<file path="src/rtl/dma_pkg.sv">
package dma_pkg;
   localparam int XF_VALID  = 0;
   localparam int XF_RELOAD = 1;
   localparam int XF_TRIG   = 2;
   localparam int XF_IRQ    = 3;
   localparam int XF_WID    = 4;
   localparam int XF_SINC   = 6;
   localparam int XF_DINC   = 7;
   localparam int XF_CNT    = 16;
   localparam int XF_CNT_W  = 10;

   typedef enum logic [2:0] {S_IDLE, S_FETCH, S_ELEM, S_READ, S_WRITE} dma_state_e;

   typedef struct packed {
      logic                valid;
      logic                reload;
      logic                irq_en;
      logic [1:0]          width;
      logic                src_inc;
      logic                dst_inc;
      logic [XF_CNT_W-1:0] cnt;
   } xfer_cfg_t;

   function automatic xfer_cfg_t decode_cfg(input logic [31:0] w);
      xfer_cfg_t c;
      c.valid   = w[XF_VALID];
      c.reload  = w[XF_RELOAD];
      c.irq_en  = w[XF_IRQ];
      c.width   = w[XF_WID +: 2];
      c.src_inc = w[XF_SINC];
      c.dst_inc = w[XF_DINC];
      c.cnt     = w[XF_CNT +: XF_CNT_W];
      return c;
   endfunction

   function automatic logic [1:0] width_shift(input logic [1:0] w);
      return (w == 2'd3) ? 2'd2 : w;
   endfunction
endpackage

</file>
<file path="src/rtl/dma_regs.sv">
module dma_regs
   import dma_pkg::*;
#(
   parameter int AW        = 32,
   parameter int TBL_BYTES = 512
) (
   input  logic          clk,
   input  logic          rst_n,
   input  logic          we,
   input  logic [1:0]    addr,
   input  logic [31:0]   wdata,
   input  logic          busy,
   output logic          en,
   output logic [AW-1:0] base,
   output logic          periph,
   output logic [2:0]    prio,
   output logic          trig,
   output logic [31:0]   xfer
);
   localparam logic [AW-1:0] ALIGN_MASK = ~AW'(TBL_BYTES - 1);

   always_ff @(posedge clk or negedge rst_n) begin
      if (!rst_n) begin
         en     <= 1'b0;
         base   <= '0;
         periph <= 1'b0;
         prio   <= '0;
         trig   <= 1'b0;
         xfer   <= '0;
      end else begin
         trig <= 1'b0;
         if (we) begin
            case (addr)
               2'd0: en <= wdata[0];
               2'd1: base <= wdata[AW-1:0] & ALIGN_MASK;
               2'd2: begin
                  periph <= wdata[0];
                  prio   <= wdata[6:4];
               end
               default: begin
                  if (wdata[XF_VALID] && wdata[XF_TRIG] && en && !busy && !trig) begin
                     xfer <= wdata;
                     trig <= 1'b1;
                  end
               end
            endcase
         end
      end
   end

   a_r8_trig_enabled: assert property (@(posedge clk) disable iff (!rst_n)
      trig |-> en);
endmodule

</file>
<file path="src/rtl/dma_addr_gen.sv">
module dma_addr_gen
   import dma_pkg::*;
#(
   parameter int AW    = 32,
   parameter int CNT_W = XF_CNT_W
) (
   input  logic [AW-1:0]    end_addr,
   input  logic [CNT_W-1:0] rem,
   input  logic             inc,
   input  logic [1:0]       width,
   output logic [AW-1:0]    addr
);
   logic [AW-1:0] offset;

   always_comb begin
      offset = AW'(rem) << width_shift(width);
      addr   = inc ? (end_addr - offset) : end_addr;
   end
endmodule

</file>
<file path="src/rtl/dma_ctrl.sv">
module dma_ctrl
   import dma_pkg::*;
#(
   parameter int AW   = 32,
   parameter int CHAN = 21
) (
   input  logic          clk,
   input  logic          rst_n,
   input  logic          en,
   input  logic          trig,
   input  logic [31:0]   xfer_in,
   input  logic [AW-1:0] base,
   input  logic          periph,
   input  logic          dreq,
   output logic          m_valid,
   output logic          m_write,
   output logic [AW-1:0] m_addr,
   output logic [31:0]   m_wdata,
   input  logic          m_ready,
   input  logic [31:0]   m_rdata,
   output logic          done,
   output logic          irq,
   output logic          active
);
   localparam int            DESC_BYTES = 16;
   localparam logic [AW-1:0] DESC_OFF   = AW'(CHAN * DESC_BYTES);

   dma_state_e           st;
   xfer_cfg_t            cfg;
   logic [AW-1:0]        ptr, src_end, dst_end, nxt;
   logic [1:0]           idx;
   logic                 first;
   logic [XF_CNT_W-1:0]  rem;
   logic [31:0]          data;
   logic [AW-1:0]        src_a, dst_a;
   logic                 accept;

   dma_addr_gen #(.AW(AW), .CNT_W(XF_CNT_W)) u_src (
      .end_addr(src_end), .rem(rem), .inc(cfg.src_inc), .width(cfg.width), .addr(src_a));
   dma_addr_gen #(.AW(AW), .CNT_W(XF_CNT_W)) u_dst (
      .end_addr(dst_end), .rem(rem), .inc(cfg.dst_inc), .width(cfg.width), .addr(dst_a));

   always_comb begin
      m_valid = (st == S_FETCH) || (st == S_READ) || (st == S_WRITE);
      m_write = (st == S_WRITE);
      m_wdata = data;
      case (st)
         S_FETCH: m_addr = ptr + AW'({idx, 2'b00});
         S_READ:  m_addr = src_a;
         default: m_addr = dst_a;
      endcase
      accept = m_valid && m_ready;
      active = (st != S_IDLE);
   end

   always_ff @(posedge clk or negedge rst_n) begin
      if (!rst_n) begin
         st      <= S_IDLE;
         cfg     <= '0;
         ptr     <= '0;
         src_end <= '0;
         dst_end <= '0;
         nxt     <= '0;
         idx     <= '0;
         first   <= 1'b0;
         rem     <= '0;
         data    <= '0;
         done    <= 1'b0;
         irq     <= 1'b0;
      end else begin
         done <= 1'b0;
         irq  <= 1'b0;
         case (st)
            S_IDLE: if (trig) begin
               cfg   <= decode_cfg(xfer_in);
               ptr   <= base + DESC_OFF;
               idx   <= '0;
               first <= 1'b1;
               st    <= S_FETCH;
            end
            S_FETCH: if (accept) begin
               idx <= idx + 2'd1;
               case (idx)
                  2'd0: if (!first) cfg <= decode_cfg(m_rdata);
                  2'd1: src_end <= m_rdata[AW-1:0];
                  2'd2: dst_end <= m_rdata[AW-1:0];
                  default: begin
                     nxt <= m_rdata[AW-1:0];
                     rem <= cfg.cnt;
                     st  <= cfg.valid ? S_ELEM : S_IDLE;
                  end
               endcase
            end
            S_ELEM: begin
               if (!en) st <= S_IDLE;
               else if (!periph || dreq) st <= S_READ;
            end
            S_READ: if (accept) begin
               data <= m_rdata;
               st   <= S_WRITE;
            end
            default: if (accept) begin
               if (rem == '0) begin
                  done <= 1'b1;
                  irq  <= cfg.irq_en;
                  if (cfg.reload) begin
                     ptr   <= nxt;
                     idx   <= '0;
                     first <= 1'b0;
                     st    <= S_FETCH;
                  end else begin
                     st <= S_IDLE;
                  end
               end else begin
                  rem <= rem - XF_CNT_W'(1);
                  st  <= S_ELEM;
               end
            end
         endcase
      end
   end

   // an unanswered access is held unchanged
   a_r10_hold: assert property (@(posedge clk) disable iff (!rst_n)
      (m_valid && !m_ready) |=> (m_valid && $stable(m_addr) && $stable(m_write) && $stable(m_wdata)));

   a_r6_done_single: assert property (@(posedge clk) disable iff (!rst_n)
      done |=> !done);

   // the four descriptor words are read in order
   a_r5_fetch_order: assert property (@(posedge clk) disable iff (!rst_n)
      (st == S_FETCH && m_ready && idx != 2'd3) |=> (st == S_FETCH && idx == 2'($past(idx) + 2'd1)));

   a_r7_wait_req: assert property (@(posedge clk) disable iff (!rst_n)
      (st == S_READ && $past(st) == S_ELEM && periph) |-> $past(dreq));
endmodule

</file>
<file path="src/rtl/dma_chain_engine.sv">
module dma_chain_engine
   import dma_pkg::*;
#(
   parameter int AW          = 32,
   parameter int CHAN        = 21,
   parameter int ENTRIES     = 32,
   parameter int SYNC_STAGES = 0
) (
   input  logic          clk,
   input  logic          rst_n,
   input  logic          cfg_we,
   input  logic [1:0]    cfg_addr,
   input  logic [31:0]   cfg_wdata,
   input  logic          dreq_i,
   output logic          m_valid_o,
   output logic          m_write_o,
   output logic [AW-1:0] m_addr_o,
   output logic [31:0]   m_wdata_o,
   input  logic          m_ready_i,
   input  logic [31:0]   m_rdata_i,
   output logic          done_o,
   output logic          irq_o,
   output logic          active_o,
   output logic [2:0]    prio_o
);
   localparam int TBL_BYTES = ENTRIES * 16;

   if (CHAN < 0 || CHAN >= ENTRIES) begin : g_bad_chan
      $error("CHAN must index an entry of the descriptor table");
   end
   if ((ENTRIES & (ENTRIES - 1)) != 0) begin : g_bad_entries
      $error("ENTRIES must be a power of two");
   end
   if (AW < 12 || AW > 32) begin : g_bad_aw
      $error("AW must lie between 12 and 32");
   end

   logic          en, periph, trig, dreq_s;
   logic [AW-1:0] base;
   logic [31:0]   xfer;

   if (SYNC_STAGES == 0) begin : g_nosync
      assign dreq_s = dreq_i;
   end else begin : g_sync
      logic [SYNC_STAGES-1:0] sh;
      always_ff @(posedge clk or negedge rst_n) begin
         if (!rst_n) sh[0] <= 1'b0;
         else        sh[0] <= dreq_i;
      end
      for (genvar k = 1; k < SYNC_STAGES; k++) begin : g_stage
         always_ff @(posedge clk or negedge rst_n) begin
            if (!rst_n) sh[k] <= 1'b0;
            else        sh[k] <= sh[k-1];
         end
      end
      assign dreq_s = sh[SYNC_STAGES-1];
   end

   dma_regs #(.AW(AW), .TBL_BYTES(TBL_BYTES)) u_regs (
      .clk(clk), .rst_n(rst_n), .we(cfg_we), .addr(cfg_addr), .wdata(cfg_wdata),
      .busy(active_o), .en(en), .base(base), .periph(periph), .prio(prio_o),
      .trig(trig), .xfer(xfer));

   dma_ctrl #(.AW(AW), .CHAN(CHAN)) u_ctrl (
      .clk(clk), .rst_n(rst_n), .en(en), .trig(trig), .xfer_in(xfer), .base(base),
      .periph(periph), .dreq(dreq_s), .m_valid(m_valid_o), .m_write(m_write_o),
      .m_addr(m_addr_o), .m_wdata(m_wdata_o), .m_ready(m_ready_i), .m_rdata(m_rdata_i),
      .done(done_o), .irq(irq_o), .active(active_o));

   a_r1_idle_quiet: assert property (@(posedge clk) disable iff (!rst_n)
      !active_o |-> !m_valid_o);
endmodule

</file>
<file path="config.mk">
export PLATFORM = sky130hd
export DESIGN_NAME = dma_chain_engine
export DESIGN_NICKNAME = d
export VERILOG_FILES = /design/src/rtl/dma_pkg.sv /design/src/rtl/dma_regs.sv /design/src/rtl/dma_addr_gen.sv /design/src/rtl/dma_ctrl.sv /design/src/rtl/dma_chain_engine.sv
export SDC_FILE = /design/constraint.sdc
export NUM_CORES = 1
export LEC_CHECK = 0
export BUFFER_PORTS_ARGS = -buffer_cell sky130_fd_sc_hd__buf_2
export CORE_MARGIN = 5
export CORE_UTILIZATION = 55
export DETAILED_ROUTE_END_ITERATION = 12
export PLACE_DENSITY = 0.73
export SLEW_MARGIN = 20
export SYNTH_ARGS = -nofsm -noshare
export SYNTH_HDL_FRONTEND = slang
export SYNTH_HIERARCHICAL = 1
export SYNTH_SLANG_ARGS = --single-unit
</file>
<file path="constraint.sdc">
create_clock -name clk -period 6.4 [get_ports clk]
set_clock_uncertainty 0.15 [all_clocks]
set_input_delay 0.96 -clock clk [delete_from_list [all_inputs] [get_ports clk]]
set_output_delay 0.96 -clock clk [all_outputs]
set_load 0.05 [all_outputs]
</file>
# After elaboration in Yosys (flattened, before gate mapping)
# Index checks and enable logic that the tools add are counted.
[op_classes] n_eq_ne=17 n_bitwise=5 n_mux=50 shifts=1 reduce_logical=42 addsub=6
[ops] op="$mux W32" n=6
[ops] op="$pmux W32 S2" n=2
[ops] op="$mux W17" n=4
[ops] op="$sub A32 B32 Y32" n=2
[ops] op="$mux W10" n=4
[ops] op="$pmux W17 S2" n=1
[ops] op="$add A32 B4 Y32" n=1
[ops] op="$add A32 B9 Y32 const B" n=1
[ops] op="$shl A10 B2 Y32" n=1
[ops] op="$mux W3" n=7
[ops] op="$pmux W10 S2" n=1
[ops] op="$mux W2" n=8
[ops] op="$mux W1" n=14
[ops] op="$pmux W3 S4" n=1
[ops] op="$reduce_and A3 Y1" n=4
[ops] op="$reduce_and A6 Y1" n=2
[ops] op="$reduce_bool A3 Y1" n=4
[ops] op="$reduce_or A3 Y1" n=4
[ops] op="$logic_not A10 Y1" n=1
[ops] op="$reduce_and A5 Y1" n=2
[ops] op="$sub A10 B1 Y10 const B" n=1
[ops] op="$ne A2 B2 Y1 const B" n=4
[ops] op="$reduce_and A2 Y1" n=4
[ops] op="$reduce_bool A2 Y1" n=4
[ops] op="19 further kinds" n=38
[totals] out_inout_bits=72 input_bits=71 ff_bits=250 elab_cells=145

# Logic depth before layout (Yosys ltp)
[depth] ltp_word=7 mapped_depth=14 ltp_nobuf=13

# Modules after synthesis
# The synthesis kept the hierarchy.
[modules_own_cells] module="dma_ctrl" area_per_inst_um2=10049.6 n_inst=1 seq_area_each_um2=4879.7 cells_each=941
[modules_own_cells] module="dma_regs" area_per_inst_um2=2368.5 n_inst=1 seq_area_each_um2=1526.5 cells_each=143
[modules_own_cells] module="dma_addr_gen (u_ctrl.u_dst)" area_per_inst_um2=1624.1 n_inst=1 seq_area_each_um2=0.0 cells_each=223
[modules_own_cells] module="dma_addr_gen (u_ctrl.u_src)" area_per_inst_um2=1576.5 n_inst=1 seq_area_each_um2=0.0 cells_each=223

# Worst setup path after synthesis
# Ideal clock, no wire load.
[synth_timing] path_kind="register to output" from="reg u_ctrl/cfg[12] (netlist name)" to="out m_addr_o[16]" arrival_ns=3.412 path_stages_with_launch=14 n_path_buf=2 t_required_ns=5.290 setup_slack_ns=1.878 path_cell_list="dfrtp_1 -> buf_2 -> mux2i_1 -> nor2_1 -> a21oi_1 -> ha_1 -> a21oi_1 -> nor2_1 -> a211oi_2 -> buf_4 -> nand4_1 -> xnor2_1 -> o21ai_0 -> o21ai_0"
[synth_via] elab_chain_cells=6 word_cells_on_any_way=8 cone_classes="add/sub (2); eq/ne (1); shift (1); mux (4)"
[synth_lines] element="from (decl)" line_no="dma_ctrl.sv:29" text="xfer_cfg_t cfg;"
[synth_lines] element="from (signal assigned)" line_no="dma_ctrl.sv:75" text="cfg <= decode_cfg(xfer_in);"
[synth_lines] element="from (signal assigned)" line_no="dma_ctrl.sv:84" text="2'd0: if (!first) cfg <= decode_cfg(m_rdata);"
[synth_lines] element="$eq A2 B2 Y1" line_no="dma_pkg.sv:37" text="return (w == 2'd3) ? 2'd2 : w;"
[synth_lines] element="$mux W2 (*)" line_no="dma_pkg.sv:37"
[synth_lines] element="$shl A10 B2 Y32 (*)" line_no="dma_addr_gen.sv:16" text="offset = AW'(rem) << width_shift(width);"
[synth_lines] element="$sub A32 B32 Y32 (*)" line_no="dma_addr_gen.sv:17" text="addr = inc ? (end_addr - offset) : end_addr;"
[synth_lines] element="$mux W32 (*)" line_no="dma_addr_gen.sv:17"
[synth_lines] element="named net u_ctrl.src_a[16]" line_no="dma_ctrl.sv:35" text="logic [AW-1:0] src_a, dst_a;"
[synth_lines] element="$pmux W32 S2 (*)" line_no="dma_ctrl.sv:47" text="case (st)"
[synth_lines] element="to (decl)" line_no="dma_chain_engine.sv:17" text="output logic [AW-1:0] m_addr_o,"
# The timed path passes the listed nets; every way through them passes the cells marked *.

# Worst setup path after layout
[layout_timing] from="reg u_ctrl/cfg[12] (netlist name)" to="out m_addr_o[28]"
[layout_via] elab_chain_cells=6 word_cells_on_any_way=8 cone_classes="add/sub (2); eq/ne (1); shift (1); mux (4)"
[layout_lines] element="$eq A2 B2 Y1" line_no="dma_pkg.sv:37"
[layout_lines] element="$mux W2 (*)" line_no="dma_pkg.sv:37"
[layout_lines] element="$shl A10 B2 Y32 (*)" line_no="dma_addr_gen.sv:16"
[layout_lines] element="$sub A32 B32 Y32 (*)" line_no="dma_addr_gen.sv:17"
[layout_lines] element="$mux W32 (*)" line_no="dma_addr_gen.sv:17"
[layout_lines] element="named net u_ctrl.dst_a[28]" line_no="dma_ctrl.sv:35"
[layout_lines] element="$pmux W32 S2 (*)" line_no="dma_ctrl.sv:47"
# Marks and branches as above.

==> results.sh <==
export IMPL_required_ps=5290
export IMPL_die_h_microns=176
export IMPL_antenna_left=0
export IMPL_nets=1714
export IMPL_grt_pass1_wl_microns=66700
export IMPL_pre_cts_ws_ps=1250
export IMPL_min_path_cells=1
export IMPL_rrSetupSlack_ps=3100
export IMPL_min_delay_start="u_regs/xfer[0]"
export IMPL_critPathMaxFanout=19
export IMPL_first_global_vias=11700
export IMPL_p_leak_uw=0.00735
export IMPL_status="finished clean"
export IMPL_r2r_cells=7
export IMPL_final_max_slew_viol_count=0
export IMPL_fp_dieW_microns=176
export IMPL_post_drt_wl_per_cell_microns=21.8
export IMPL_grt_max_degree=103
export IMPL_antenna_found_initial=1
export IMPL_post_dp_hpwl_microns=30600
export IMPL_synth_area_sq_um=15100
export IMPL_placed_area_sq_um=15900
export IMPL_tns_ps=0
export IMPL_synthCells=1500
export IMPL_rows=60
export IMPL_path_depth=13
export IMPL_p_per_area_nw_per_um2=620
export IMPL_gp_congestion=0.925
export IMPL_core_area_sq_um=27000
export IMPL_tritoncts="done"
export IMPL_h_tree_depth=1
export IMPL_grt_ovfl_total=0
export IMPL_clock_path_buffers=3
export IMPL_worst_slack_ps=633
export IMPL_rsz0062_at_grt="no"
export IMPL_dr_pass1_iters=6
export IMPL_min_path_type="reg2reg"
export IMPL_drtIter0Drc=1039
export IMPL_cts_made_buffers=27
export IMPL_fin_crit_ps=5770
export IMPL_maxSlewHeadroom_pct=29.5
export IMPL_vdd_ir_drop_max_mv=0.340
export IMPL_worst_slew_pin_slew_ps=1060
export IMPL_cts_root_buf="clkbuf_16"
export IMPL_die_area_sq_um=30800
export IMPL_arrival_ps=4660
export IMPL_r2r_end="u_ctrl/dst_end[31]"
export IMPL_timing_rr_start="u_ctrl/st[1]"
export IMPL_maxCapViolations=0
export IMPL_worst_setup_path_type="reg2out"
export IMPL_initial_core_util_pct=56.0
export IMPL_end_kind="primary output"
export IMPL_critPathBufInv=3
export IMPL_grt_total_usage_pct=27.0
export IMPL_syn_area_per_cell_sq_um=10.1
export IMPL_cts_hold_buf=0
export IMPL_startpoint_type="flop"
export IMPL_final_common_cell="dfrtp_1"
export IMPL_fin_area_sq_um=16800
export IMPL_final_hold_viol_count=0
export IMPL_path_delay_family="compound AO/OA/AOI/OAI gates"
export IMPL_crit_chain="buf_4 > mux2i_1 > or2_2 > inv_1 > fa_1 > nand2b_1 > a21oi_1 > o21bai_1 > nand4_1 > xnor2_1 > nor2_1 > o22ai_1 > buf_2"
export IMPL_vias=12200
export IMPL_drc=0
export IMPL_insertion_delay_ps=540
export IMPL_mostFrequentLayoutCells="dfrtp_1, mux2_2, buf_2"
export IMPL_setup_violations=0
export IMPL_hold_end="u_regs/xfer[0]"
export IMPL_fmax_mhz=173
export IMPL_cts_resized=0
export IMPL_via_per_inst=6.20
export IMPL_port_buffers=141
export IMPL_areaGrowthSynthToFinish_pct=11.4
export IMPL_final_period_utilization_pct=90.1
export IMPL_pin_count=143
export IMPL_clock_sinks=241
export IMPL_drive_gt1_share_pct=28.1
export IMPL_cts_setup_buffers=0
export IMPL_critPathSlowestCell="dfrtp_1"
export IMPL_cpPeakStageDelay_ps=990
export IMPL_totalWireLength_microns=42800
export IMPL_path_clk_slew_ps=60
export IMPL_yosysWarnings=6
==> sequential cells by signal (all words and copies together) (netlist names), 2 cells and up <==
register / cells
u_ctrl/dst_end: 32
u_ctrl/m_wdata: 32
u_ctrl/nxt: 32
u_ctrl/ptr: 32
u_ctrl/src_end: 32
u_regs/base: 23
u_ctrl/cfg: 17
u_regs/xfer: 17
u_ctrl/rem: 10
u_ctrl/st: 3
u_regs/prio: 3
u_ctrl/idx: 2
==> power by group <==
group / total [uW] / switching, uW / leakage, uW / internal [uW]
Clock: 1580 / 643 / 0.000438 / 934
Sequential: 2930 / 770 / 0.00301 / 2160
Combinational: 5910 / 3800 / 0.00390 / 2110
==> worst max path at each step <==
stage,start,to,slack [ps]
3_3_place_gp,u_ctrl/cfg[12],m_addr_o[13],1370
3_5_place_dp,u_ctrl/cfg[12],m_addr_o[30],1250
4_1_cts,u_ctrl/cfg[12],m_addr_o[30],670
6_report,u_ctrl/cfg[12],m_addr_o[28],630
5_1_grt,u_ctrl/cfg[12],m_addr_o[28],340
2_1_floorplan,u_ctrl/cfg[12],m_addr_o[16],1880
==> metal layers <==
metal | share of wire [%] | vias to the layer above | track usage (%) | routed length (microns)
li1 | - | 5627 | - | -
met1 | 45 | 5999 | 40.5 | 19400
met2 | 45 | 492 | 41.7 | 19200
met3 | 7.9 | 63 | 4.22 | 3380
met4 | 2.0 | 0 | 5.82 | 876
met5 | 0 | - | 0 | 0
==> worst reg2reg max path, stage by stage (launching register included) <==
cell     delay (ps)
dfrtp_1         360
buf_4           290
inv_1           690
nand2_2         550
nor2_2          370
nand2_1          90
buf_4           280
mux2_1          420
==> per-stage QoR <==
stage / total power (uW) / hold slack (ps) / utilization (%) / instances
final: 10400 / 322 / 62.3 / 1965
after CTS: 10400 / 320 / 62.3 / 1963
after global routing: 11000 / 345 / 62.3 / 1964
after floorplan: 7300 / 289 / - / 1508
after global placement: 8610 / 301 / 58.9 / 1915
after detailed placement: 8760 / 306 / 58.9 / 1915
==> cell type report <==
class / instances / area, sq um
fill: 2233 / 10200
inverter: 34 / 128
multi-input combinational: 1139 / 8440
sequential: 241 / 6030
clock inverter: 9 / 104
clock buffer: 39 / 791
tap: 341 / 427
timing repair buffer: 161 / 870
antenna: 1 / 2.50
Power figures use the tool's default switching activity.
